`src/rtl/rcnt_pkg.sv`:
```
package rcnt_pkg;

    localparam int BUS_W = 32;
    localparam logic [1:0] PIPE_LEVEL = 2'd1;

    typedef enum logic [1:0] {
        ST_IDLE    = 2'd0,
        ST_RD_WAIT = 2'd1,
        ST_WR_WAIT = 2'd2
    } rcnt_state_e;

    // Value shown on the countdown for a given number of remaining cycles.
    function automatic logic [1:0] sat_cnt(input int unsigned remaining);
        return (remaining > 3) ? 2'd3 : remaining[1:0];
    endfunction

endpackage

```
`src/rtl/rcnt_store.sv`:
```
module rcnt_store #(
    parameter int ADDR_W = 4,
    parameter int PORT_W = 16
) (
    input  logic              clk,
    input  logic              rst_n,
    input  logic              we,
    input  logic [ADDR_W-1:0] waddr,
    input  logic [PORT_W-1:0] wdata,
    input  logic [ADDR_W-1:0] raddr,
    output logic [PORT_W-1:0] rdata
);
    localparam int DEPTH = 1 << ADDR_W;

    logic [DEPTH*PORT_W-1:0] flat;

    for (genvar g = 0; g < DEPTH; g++) begin : g_word
        logic [PORT_W-1:0] word_q;

        always_ff @(posedge clk or negedge rst_n) begin
            if (!rst_n) begin
                word_q <= '0;
            end else if (we && (waddr == ADDR_W'(g))) begin
                word_q <= wdata;
            end
        end

        assign flat[g*PORT_W +: PORT_W] = word_q;
    end

    assign rdata = flat[int'(raddr)*PORT_W +: PORT_W];

endmodule

```
`src/rtl/rcnt_fsm.sv`:
```
module rcnt_fsm
    import rcnt_pkg::*;
#(
    parameter int ACCESS_CYC = 3,
    parameter int ADDR_W     = 4,
    parameter int PORT_W     = 16
) (
    input  logic              clk,
    input  logic              rst_n,
    input  logic              rd,
    input  logic              wr,
    input  logic [ADDR_W-1:0] addr,
    input  logic [PORT_W-1:0] wdata,
    output logic [ADDR_W-1:0] addr_q,
    output logic [PORT_W-1:0] wdata_q,
    output logic              done_rd,
    output logic              done_wr,
    output logic [1:0]        rdy_cnt
);
    localparam int RW = $clog2(ACCESS_CYC + 1);

    rcnt_state_e      state_q, state_d;
    logic [RW-1:0]    remaining_q;
    logic             accept;
    logic             last;

    assign accept = (state_q == ST_IDLE) && (rd || wr);
    assign last   = (remaining_q == RW'(1));

    // State register
    always_ff @(posedge clk or negedge rst_n) begin
        if (!rst_n) begin
            state_q <= ST_IDLE;
        end else begin
            state_q <= state_d;
        end
    end

    // Next-state logic
    always_comb begin
        state_d = state_q;
        unique case (state_q)
            ST_IDLE: begin
                if (wr) begin
                    state_d = ST_WR_WAIT;
                end else if (rd) begin
                    state_d = ST_RD_WAIT;
                end
            end
            ST_RD_WAIT: if (last) state_d = ST_IDLE;
            ST_WR_WAIT: if (last) state_d = ST_IDLE;
            default:    state_d = ST_IDLE;
        endcase
    end

    // Command capture and remaining-cycle counter
    always_ff @(posedge clk or negedge rst_n) begin
        if (!rst_n) begin
            remaining_q <= '0;
            addr_q      <= '0;
            wdata_q     <= '0;
        end else if (accept) begin
            remaining_q <= RW'(ACCESS_CYC);
            addr_q      <= addr;
            wdata_q     <= wdata;
        end else if (state_q != ST_IDLE) begin
            remaining_q <= remaining_q - RW'(1);
        end
    end

    // Outputs
    always_comb begin
        done_rd = 1'b0;
        done_wr = 1'b0;
        unique case (state_q)
            ST_IDLE:    ;
            ST_RD_WAIT: done_rd = last;
            ST_WR_WAIT: done_wr = last;
            default:    ;
        endcase
    end

    if (RW > 2) begin : g_sat
        assign rdy_cnt = (remaining_q > RW'(3)) ? 2'd3 : remaining_q[1:0];
    end else if (RW == 2) begin : g_fit
        assign rdy_cnt = remaining_q;
    end else begin : g_narrow
        assign rdy_cnt = {1'b0, remaining_q};
    end

endmodule

```
`src/rtl/rcnt_slave.sv`:
```
module rcnt_slave
    import rcnt_pkg::*;
#(
    parameter int ACCESS_CYC = 3,
    parameter int ADDR_W     = 4,
    parameter int PORT_W     = 16
) (
    input  logic              clk,
    input  logic              rst_n,
    input  logic [ADDR_W-1:0] addr,
    input  logic [31:0]       wr_data,
    input  logic              rd,
    input  logic              wr,
    output logic [31:0]       rd_data,
    output logic [1:0]        rdy_cnt,
    output logic [1:0]        rd_pipe_lvl,
    output logic [1:0]        wr_pipe_lvl
);
    logic [ADDR_W-1:0] addr_q;
    logic [PORT_W-1:0] wdata_q;
    logic [PORT_W-1:0] word;
    logic              done_rd;
    logic              done_wr;
    logic [BUS_W-1:0]  rd_data_q;
    logic              unused_wdata;

    assign unused_wdata = ^wr_data;

    rcnt_fsm #(
        .ACCESS_CYC(ACCESS_CYC),
        .ADDR_W    (ADDR_W),
        .PORT_W    (PORT_W)
    ) u_fsm (
        .clk    (clk),
        .rst_n  (rst_n),
        .rd     (rd),
        .wr     (wr),
        .addr   (addr),
        .wdata  (wr_data[PORT_W-1:0]),
        .addr_q (addr_q),
        .wdata_q(wdata_q),
        .done_rd(done_rd),
        .done_wr(done_wr),
        .rdy_cnt(rdy_cnt)
    );

    rcnt_store #(
        .ADDR_W(ADDR_W),
        .PORT_W(PORT_W)
    ) u_store (
        .clk  (clk),
        .rst_n(rst_n),
        .we   (done_wr),
        .waddr(addr_q),
        .wdata(wdata_q),
        .raddr(addr_q),
        .rdata(word)
    );

    always_ff @(posedge clk or negedge rst_n) begin
        if (!rst_n) begin
            rd_data_q <= '0;
        end else if (done_rd) begin
            rd_data_q <= BUS_W'(word);
        end
    end

    assign rd_data     = rd_data_q;
    assign rd_pipe_lvl = PIPE_LEVEL;
    assign wr_pipe_lvl = PIPE_LEVEL;

endmodule

```
`config.mk`:
```
export PLATFORM = sky130hd
export DESIGN_NAME = rcnt_slave
export DESIGN_NICKNAME = d
export VERILOG_FILES = /design/src/rtl/rcnt_pkg.sv /design/src/rtl/rcnt_store.sv /design/src/rtl/rcnt_fsm.sv /design/src/rtl/rcnt_slave.sv
export SDC_FILE = /design/constraint.sdc
export NUM_CORES = 1
export LEC_CHECK = 0
export BUFFER_PORTS_ARGS = -buffer_cell sky130_fd_sc_hd__clkbuf_2
export CORE_MARGIN = 2
export CORE_UTILIZATION = 45
export CTS_CLUSTER_SIZE = 28
export DETAILED_ROUTE_END_ITERATION = 6
export SLEW_MARGIN = 20
export SYNTH_ARGS = -nofsm -noshare
export SYNTH_HDL_FRONTEND = slang
export SYNTH_SLANG_ARGS = --single-unit
```
`constraint.sdc`:
```
create_clock -name clk -period 2.6 [get_ports clk]
set_clock_uncertainty 0.05 [all_clocks]
set_input_delay 0.39 -clock clk [delete_from_list [all_inputs] [get_ports clk]]
set_output_delay 0.39 -clock clk [all_outputs]
set_load 0.03 [all_outputs]
```
==> Word-level counts from Yosys, hierarchy flattened <==
Cells that the tools add are included.
{ "totals": {"in_bits": 40, "reg_bits": 296, "word_cells": 75, "out_inout_bits": 38} }
{ "classes": {"mux": 8, "n_reduce_logical": 24, "shifts": 1, "n_addsub": 1, "eq_ne": 20} }
{ "ops": {"columns": ["op", "n"], "rows": [
  ["variable part select 256 x 9 -> 16 bit", 1],
  ["== test 4 bit, second input constant", 8],
  ["logical AND 1 bit", 17],
  ["== test 4 x 3 -> 1 bit, second input constant", 4],
  ["two-way mux 2 bit", 5],
  ["== test 4 x 2 -> 1 bit, second input constant", 2],
  ["== test 2 x 1 -> 1 bit, second input constant", 2],
  ["== test 4 x 1 -> 1 bit, second input constant", 1],
  ["zero test 4 bit", 1],
  ["one-hot mux 2 bit (2 select lines)", 1],
  ["nonzero test 2 bit", 2],
  ["inequality test 3 bit, second input constant", 1],
  ["== test 2 bit, second input constant", 1],
  ["zero test 2 bit", 1],
  ["two-way mux 1 bit", 2],
  ["inequality test 2 x 1 -> 1 bit, second input constant", 1],
  ["AND reduction 2 bit", 1],
  ["OR reduction 2 bit", 1],
  ["subtractor 2 x 1 -> 2 bit, second input constant", 1],
  ["logical OR 1 bit", 1]
]} }

==> Depth between registers and ports, before layout <==
Gate-level depths: netlist of the first run.
{ "depth": {"ltp_word": 4, "depth_mapped": 9} }

==> Cells and area by module <==
Synthesis of the first run repeated with hierarchy kept, for this count alone.
{ "hier_totals": {"hier_cells": 834, "area_unflattened_um2": 13505.5} }
{ "by_module_without_submodules": {"columns": ["module", "area_per_inst_um2", "cells_per_inst", "instances"], "rows": [
  ["rcnt_store", 11626.2, 710, 1],
  ["rcnt_fsm", 1072.3, 68, 1],
  ["rcnt_slave", 807.0, 56, 1]
]} }

==> Worst setup path before layout of the first run <==
OpenSTA, ideal clock, no wires.
{ "synth_timing": {"path_kind": "register to register", "from": "register u_fsm.remaining_q[0], in the netlist u_fsm.rdy_cnt[0]", "to": "register u_store.g_word[2].word_q[10]", "t_required_ns": 2.425, "arrival_ns": 2.142, "setup_slack_ns": 0.282, "stages_incl_launch_ff": 9, "period_less_slack_ns": 2.318, "n_path_buf": 3, "cell_sequence": "dfrtp_1 ha_1 nand2_2 or2_1 buf_2 or3_1 buf_6 buf_6 mux2_4"} }
{ "synth_between": {"elab_chain_cells": 3} }
{ "synth_rtl": {"columns": ["element", "line", "text"], "rows": [
  ["start, declared", "rcnt_fsm.sv:23", "logic [RW-1:0] remaining_q;"],
  ["start signal, assigned", "rcnt_fsm.sv:63", "remaining_q <= RW'(ACCESS_CYC);"],
  ["start signal, assigned", "rcnt_fsm.sv:67", "remaining_q <= remaining_q - RW'(1);"],
  ["== test 2 x 1 -> 1 bit", "rcnt_fsm.sv:28", "assign last = (remaining_q == RW'(1));"],
  ["two-way mux 1 bit", "rcnt_fsm.sv:75", "unique case (state_q)"],
  ["logical AND 1 bit", "rcnt_store.sv:23", "end else if (we && (waddr == ADDR_W'(g))) begin"],
  ["end signal, assigned", "rcnt_store.sv:24", "word_q <= wdata;"],
  ["end, declared", "rcnt_store.sv:18", "logic [PORT_W-1:0] word_q;"]
]} }
Every way passes these cells.
A chain may end at the register's enable or synchronous reset.

==> Final worst setup path of the first run <==
{ "layout_timing": {"from": "register u_fsm.addr_q[1]", "to": "register rd_data_q[5], in the netlist rd_data[5]"} }
{ "layout_between": {"elab_chain_cells": 1} }
{ "layout_rtl": {"columns": ["element", "line", "text"], "rows": [
  ["start, declared", "rcnt_fsm.sv:14", "output logic [ADDR_W-1:0] addr_q,"],
  ["start signal, assigned", "rcnt_fsm.sv:64", "addr_q <= addr;"],
  ["variable part select 256 x 9 -> 16 bit", "rcnt_store.sv:31", "assign rdata = flat[int'(raddr)*PORT_W +: PORT_W];"],
  ["end signal, assigned", "rcnt_slave.sv:64", "rd_data_q <= BUS_W'(word);"],
  ["end, declared", "rcnt_slave.sv:24", "logic [BUS_W-1:0] rd_data_q;"]
]} }
Every way passes these cells.

==> summary.md, run 1 <==
| Metric | Value |
|---|---|
| Status | completed |
| PostCTS Resize Cnt | 0 |
| Syn Area/Cell | 15.2 µm² |
| Die W | 177 µm |
| Post-synth top area share | 0.552 |
| Drt total wl | 29500 µm |
| Pwr Density | 1170 nW/µm² |
| Final non-filler cell total | 1355 |
| Max_cap viols | 0 |
| Pleak | 7.37 nW |
| DP Area | 14200 µm² |
| Initial antenna violation count | 0 |
| R2r startpoint | u_fsm.addr_q[1] |
| # port buffers | 41 |
| Htree depth | 2 |
| Met3 GRT Util | 0.0277 |
| Max stage delay on crit path | 700 ps |
| Vias post-DR | 7440 |
| Worst setup EP type | flop |
| Worst-path fanout max | 21 |
| Initial DRC Count | 352 |
| Hold Crit Start | wr_data[0] |
| Remaining global-route overflow | 0 |
| Core ar. | 29500 µm² |
| WL/cell | 21.8 µm |
| Clock buffer depth | 3 |
| First-pass GRT wire length | 47000 µm |
| Clk_lat worst skew | 500 ps |
| Fin Setup TNS | 0 ps |
| Synth Register Bits | 296 |
| Synth unique cells | 43 |
| Fillers | 2460 |
| Post-DP HPWL | 18400 µm |
| CTS tree | yes |
| Period utilization | 0.900 |
| Final nets | 986 |
| Worst hold margin | 67.1 ps |
| Minimum clock period | 2340 ps |
| Grt met2 use | 0.330 |
| Setup Viol. Count Final | 0 |
| Ant diodes | 0 |
| WHS Path Cells | 2 |
| Top-count cell post-synth | dfrtp_1 |
| Critical path, cell by cell | buf_4, mux4_2, mux2i_1, nor2_1, o32a_1 |
| Setup Crit Path Kind | flop to flop |
| Synth Instances | 882 |
| Synth-to-layout area growth | 14.3% |
| Vias in the first global route | 7964 |
| Placed Cells | 1295 |
| CTS Sinks | 296 |
| Actual slew at the worst max-slew pin | 744 ps |
| Min setup slack post-route | 260 ps |
| Critical path startpoint category | flop |
| Clk slew on worst S/H paths | 60 ps |
| Slew margin rel. | 0.504 |
| Synth warnings | 0 |
| Worst min-delay path class | primary input to flop |
| Final Hold Viols | 0 |
| Die span in y | 177 µm |
| Initial Utilization | 0.455 |
| Die area | 31200 µm² |
| Pins Over Slew Limit | 0 |
| Drt drc | 0 |
| Max VDD drop | 0.000497 V |
| CTS root buffer | clkbuf_16 |
| R2R depth | 5 |
| Sequential area share after synthesis | 0.552 |
| Synth area leader | dfrtp_1 |
| Setup Buffers After CTS | 0 |
| Total GRT Usage | 0.198 |
| F_max | 427 MHz |
| Vias/cell | 5.49 |
| # rows | 63 |
| Largest net degree at the start of global routing | 66 |
| Share of layout cells above drive strength 1 | 0.496 |
| Met1 Track Usage GR | 0.278 |
| Busiest grt layer | met2 |
| Placer Congestion | 0.736 |
| DRT antenna net count | 0 |
| Critical Path RT | 2940 ps |
| Arrival time worst endpoint | 2670 ps |
| Reg2reg setup slack | 260 ps |
| Crit-path slowest cell | dfrtp_4 |
| Design Area, Final | 15300 µm² |
| Critical path origin | u_fsm.addr_q[1] |
| I/O pins | 78 |
| Unrepaired setup endpoints after global routing | false |
| Commonest cells in the netlist | dfrtp_1 (296), mux2_2 (266), mux2i_1 (52) |
| Dominant cells by area after synthesis | dfrtp_1 (55%), mux2_2 (22%), mux4_2 (7.4%) |
| EDFF count, synth | 0 |
| Post-place setup slack | 243 ps |
| Commonest register cell after synthesis | dfrtp_1 |
| Post-Syn Area | 13400 µm² |
| CTS Buf Count | 34 |
| Ys async rst share | 1.00 |
| Total iterations of the first detailed-routing run | 4 |
layout make-up:
cell class	count	area [µm²]	area share
Clock buffer	54	1080	0.0704
Inverter	4	15.0	0.000979
Sequential cell	296	7410	0.483
Tap cell	390	488	0.0318
Timing Repair Buffer	92	726	0.0473
Multi-Input combinational cell	514	5580	0.364
Clock inverter	5	30.0	0.00196
power breakdown:
| group | total, W | internal, W | switching, W | leakage [nW] |
|---|---|---|---|---|
| combinational | 0.00512 | 0.00289 | 0.00224 | 2.82 |
| sequential | 0.00815 | 0.00640 | 0.00175 | 4.01 |
| clock | 0.00467 | 0.00284 | 0.00183 | 0.542 |
| total | 0.0179 | 0.0121 | 0.00582 | 7.37 |
layout by cell type, fill, tap and decap left out, types with 2 or more instances in the layout:
cell type	count
dfrtp_1	294
mux2_2	266
mux2i_1	52
mux4_2	44
clkbuf_2	40
buf_4	40
clkbuf_16	37
nor2_1	22
conb_1	20
and2_1	14
o221ai_1	12
o32a_1	12
mux2_4	10
buf_12	10
nor2_2	9
clkbuf_8	9
clkbuf_1	8
inv_1	4
nand2b_1	4
nand2_1	4
a22oi_1	4
o32ai_1	4
o22ai_1	4
a31oi_1	4
ha_1	4
or3_1	3
clkinv_2	3
a21oi_1	2
o21ai_0	2
nor3_1	2
or4_1	2
clkinvlp_4	2
registers in the layout (all words and copies together), names as in the netlist:
register and flops:
rd_data 16, u_fsm.addr_q 4, u_fsm.rdy_cnt 2, u_fsm.state_q 2, u_store.g_word.word_q 256, u_fsm.wdata_q 16
per-stage QoR:
stage | total power (W) | util
after global routing | 0.0190 | 0.520
after detailed placement | 0.0134 | 0.482
after global placement | 0.0133 | 0.482
after floorplan | 0.0116 | -
final | 0.0179 | 0.520
after CTS | 0.0181 | 0.520
critical path, delay by kind of cell, from the launching register on:
kind / cells / cell delay, ps
simple gates: 1 / 80
buf+inv: 1 / 350
compound gates: 1 / 370
flops: 1 / 700
mux: 2 / 660
what timing repair did:
action,CTS,global route
setup endpoints to repair,0,0
hold buffers,1,0
hold endpoints to repair,93,0
kinds of logic (layout without fill, tap and decap cells):
logic type,after synthesis,in the layout,share of synthesized area
adders and majority gates,4,4,0.00373
muxes,372,372,0.347
buffers and inverters,90,155,0.0373
AOI/OAI and AO/OA,47,47,0.0286
and+or+nand+nor,71,71,0.0301
DFF,296,296,0.552
other,2,20,0.000560
per-layer routing:
layer / up-vias / wire (µm)
li1: 3328 / -
met1: 3985 / 13800
met2: 94 / 14400
met3: 33 / 840
met4: 0 / 418
met5: - / 0
worst paths after layout:
check / end
worst max-delay path: rd_data[5]
worst min-delay path: u_fsm.wdata_q[0]
worst max register to register: rd_data[5]
worst min register to register: u_store.g_word[15].word_q[9]
max in group asynchronous: u_fsm.addr_q[1]
min in group asynchronous: u_store.g_word[8].word_q[7]
Note: power is estimated with default switching activity, not from simulation.
==> inputs of run 2 (changes only) <==
Settings changed: CELL_PAD_IN_SITES_DETAIL_PLACEMENT set to 0, CELL_PAD_IN_SITES_GLOBAL_PLACEMENT set to 1, PLACE_DENSITY_LB_ADDON set to 0.1.
==> run 2 against run 1 <==
  * First-iteration DRC count is 21% higher
  * Largest cell class unchanged
  * Via count is 2.8% higher
  * Critical endpoint is now u_store.g_word[2].word_q[15]
  * Clock power is essentially flat
  * Maximum frequency grew 0.65%
  * Worst setup slack improved by 15 ps
==> summary.md, run 2 (same netlist as run 1, synthesis figures left out) <==
| Metric | Value |
|---|---|
| Status | completed |
| Critical Path RT | 2930 ps (about the same) |
| I/O pins | 78 (unchanged) |
| Minimum clock period | 2320 ps (-15.1 ps) |
| Vias post-DR | 7651 (+2.8%) |
| Post-DP HPWL | 20300 µm (+9.9%) |
| Pins Over Slew Limit | 0 (unchanged) |
| Hold Buf Count CTS | 1 (unchanged) |
| Max stage delay on crit path | 490 ps (-210 ps) |
| Placer Congestion | 0.741 (+0.68%) |
| Arrival time worst endpoint | 2660 ps (about the same) |
| Critical path, cell by cell | inv_1, ha_1, nand2_2, or2_1, or3_1, buf_4, mux2_4 |
| CTS tree | yes |
| Initial Utilization | 0.455 (unchanged) |
| F_max | 430 MHz (+0.65%) |
| # port buffers | 41 (unchanged) |
| Period utilization | 0.894 (-0.00582) |
| CTS root buffer | clkbuf_16 |
| Number of flip-flops in the largest register | 256 (unchanged) |
| Total iterations of the first detailed-routing run | 4 (unchanged) |
| PostCTS Resize Cnt | 0 (unchanged) |
| Initial antenna violation count | 0 (unchanged) |
| Crit-path slowest cell | or3_1 |
| Worst hold margin | 67.6 ps (+0.464 ps) |
| Clock buffer depth | 3 (unchanged) |
| Clk slew on worst S/H paths | 60 ps (about the same) |
| Sw Pwr | 0.00591 W (+1.6%) |
| Drt drc | 0 (unchanged) |
| Sw frac | 0.328 (+0.00381) |
| CTS Buf Count | 34 (unchanged) |
| Die W | 177 µm (unchanged) |
| Internal power | 0.0121 W (-0.17%) |
| Combinational power share | 0.292 (+0.006) |
| Actual slew at the worst max-slew pin | 698 ps (-45.9 ps) |
| Most frequent cells in the layout | dfrtp_1 (294), mux2_2 (266), mux2i_1 (52), mux4_2 (44), clkbuf_2 (40) |
| Final nets | 985 (-0.10%) |
| Share of layout cells above drive strength 1 | 0.492 (-0.00416) |
| Vias/cell | 5.65 (+3.0%) |
| Fin Setup TNS | 0 ps (unchanged) |
| Vias in the first global route | 8233 (+3.4%) |
| Max VDD drop | 0.000546 V (+10%) |
| Reg2reg setup slack | 280 ps (+20 ps) |
| Final Hold Viols | 0 (unchanged) |
| Worst-path fanout max | 5 (-76%) |
| Slew margin rel. | 0.535 (+0.0306) |
| Setup Viol. Count Final | 0 (unchanged) |
| Core ar. | 29500 µm² (unchanged) |
| Total GRT Usage | 0.209 (+0.0112) |
| Crit path buf inv count | 2 (+1) |
| Clk_lat worst skew | 500 ps (about the same) |
| Worst min-delay path class | primary input to flop |
| Worst setup EP type | flop |
| Unrepaired setup endpoints after global routing | false |
| Most common cell after layout, fill and taps aside | dfrtp_1 |
| Flop pwr share | 0.451 (-0.003) |
| Critical path startpoint category | flop |
| Die area | 31200 µm² (unchanged) |
| Drt total wl | 31600 µm (+7.2%) |
| Initial DRC Count | 427 (+21%) |
| CTS Sinks | 296 (unchanged) |
| Setup Crit Path Kind | flop to flop |
| First-pass GRT wire length | 49400 µm (+5.0%) |
| Delay-heaviest family, CP | simple AND/OR/NAND/NOR gates |
| Htree depth | 2 (unchanged) |
| Clk network pwr share | 0.258 (-0.002) |
| Final Core Density | 0.521 (+0.000849) |
| DRT antenna net count | 0 (unchanged) |
| Largest net degree at the start of global routing | 67 (+1.5%) |
| Pleak | 7.39 nW (+0.27%) |
| Remaining global-route overflow | 0 (unchanged) |
| Reg with most FFs | u_store.g_word.word_q |
| # rows | 63 (unchanged) |
| Ant diodes | 0 (unchanged) |
| Setup Buffers After CTS | 0 (unchanged) |
| Pwr Density | 1170 nW/µm² (+0.23%) |
| Synth-to-layout area growth | 14.5% |
| WL/cell | 23.4 µm (+7.3%) |
| Max_cap viols | 0 (unchanged) |
| Die span in y | 177 µm (unchanged) |
-- run 2: changes by cell type in the layout (fill, tap and decap cells not counted) --
cell	previous run	this run
nor2_1	22	25
buf_12	10	14
clkinvlp_4	2	0
buf_4	40	35
nor2_2	9	6
clkinv_2	3	4
-- run 2: stage by stage --
| stage | setup WS (ps) | power, W | instance area [µm²] | cells |
|---|---|---|---|---|
| floorplan | 282 | 0.0116 | 13500 | 900 |
| global placement | 274 | 0.0131 | 14200 | 1294 |
| detailed placement | 247 | 0.0135 | 14200 | 1294 |
| CTS | 234 | 0.0182 | 15400 | 1353 |
| global route | 162 | 0.0190 | 15400 | 1353 |
| finish | 276 | 0.0180 | 15400 | 1353 |
-- run 2: power by group through the flow --
stage	Clock, W	Sequential (W)	Combinational [W]
after floorplan	0	0.00747	0.00415
after global placement	0	0.00797	0.00517
after detailed placement	0	0.00818	0.00533
after CTS	0.00476	0.00811	0.00534
after global routing	0.00496	0.00839	0.00567
final	0.00464	0.00812	0.00526
-- run 2: final timing paths --
| check | from | depth (start not counted) | to |
|---|---|---|---|
| min in group asynchronous | rst_n | 2 | u_store.g_word[14].word_q[3] |
| max | u_fsm.rdy_cnt[1] | 7 | u_store.g_word[2].word_q[15] |
| min reg2reg | u_store.g_word[8].word_q[15] | 1 | u_store.g_word[8].word_q[15] |
| max in group asynchronous | rst_n | 3 | u_fsm.addr_q[3] |
| min | wr_data[5] | 2 | u_fsm.wdata_q[5] |
| max reg2reg | u_fsm.rdy_cnt[1] | 7 | u_store.g_word[2].word_q[15] |
-- run 2: cell type report --
class	count	area, µm²
Multi-Input combinational cell	514	5570
Sequential cell	296	7410
Inverter	4	15.0
Fill cell	2448	14100
Timing Repair Buffer	91	768
Clock inverter	4	20.0
Tap cell	390	488
Clock buffer	54	1080
-- run 2: worst register-to-register path, cell delays in order, from the launching register on --
cell and delay (ps):
dfrtp_1 390, inv_1 60, ha_1 260, nand2_2 160, or2_1 260, or3_1 490, buf_4 240, mux2_4 300
-- run 2: layer usage --
| metal | up-vias | share of wire | track usage |
|---|---|---|---|
| li1 | 3326 | - | - |
| met1 | 4152 | 0.47 | 0.298 |
| met2 | 130 | 0.48 | 0.341 |
| met3 | 43 | 0.032 | 0.0284 |
| met4 | 0 | 0.019 | 0.0506 |
| met5 | - | 0 | 0 |
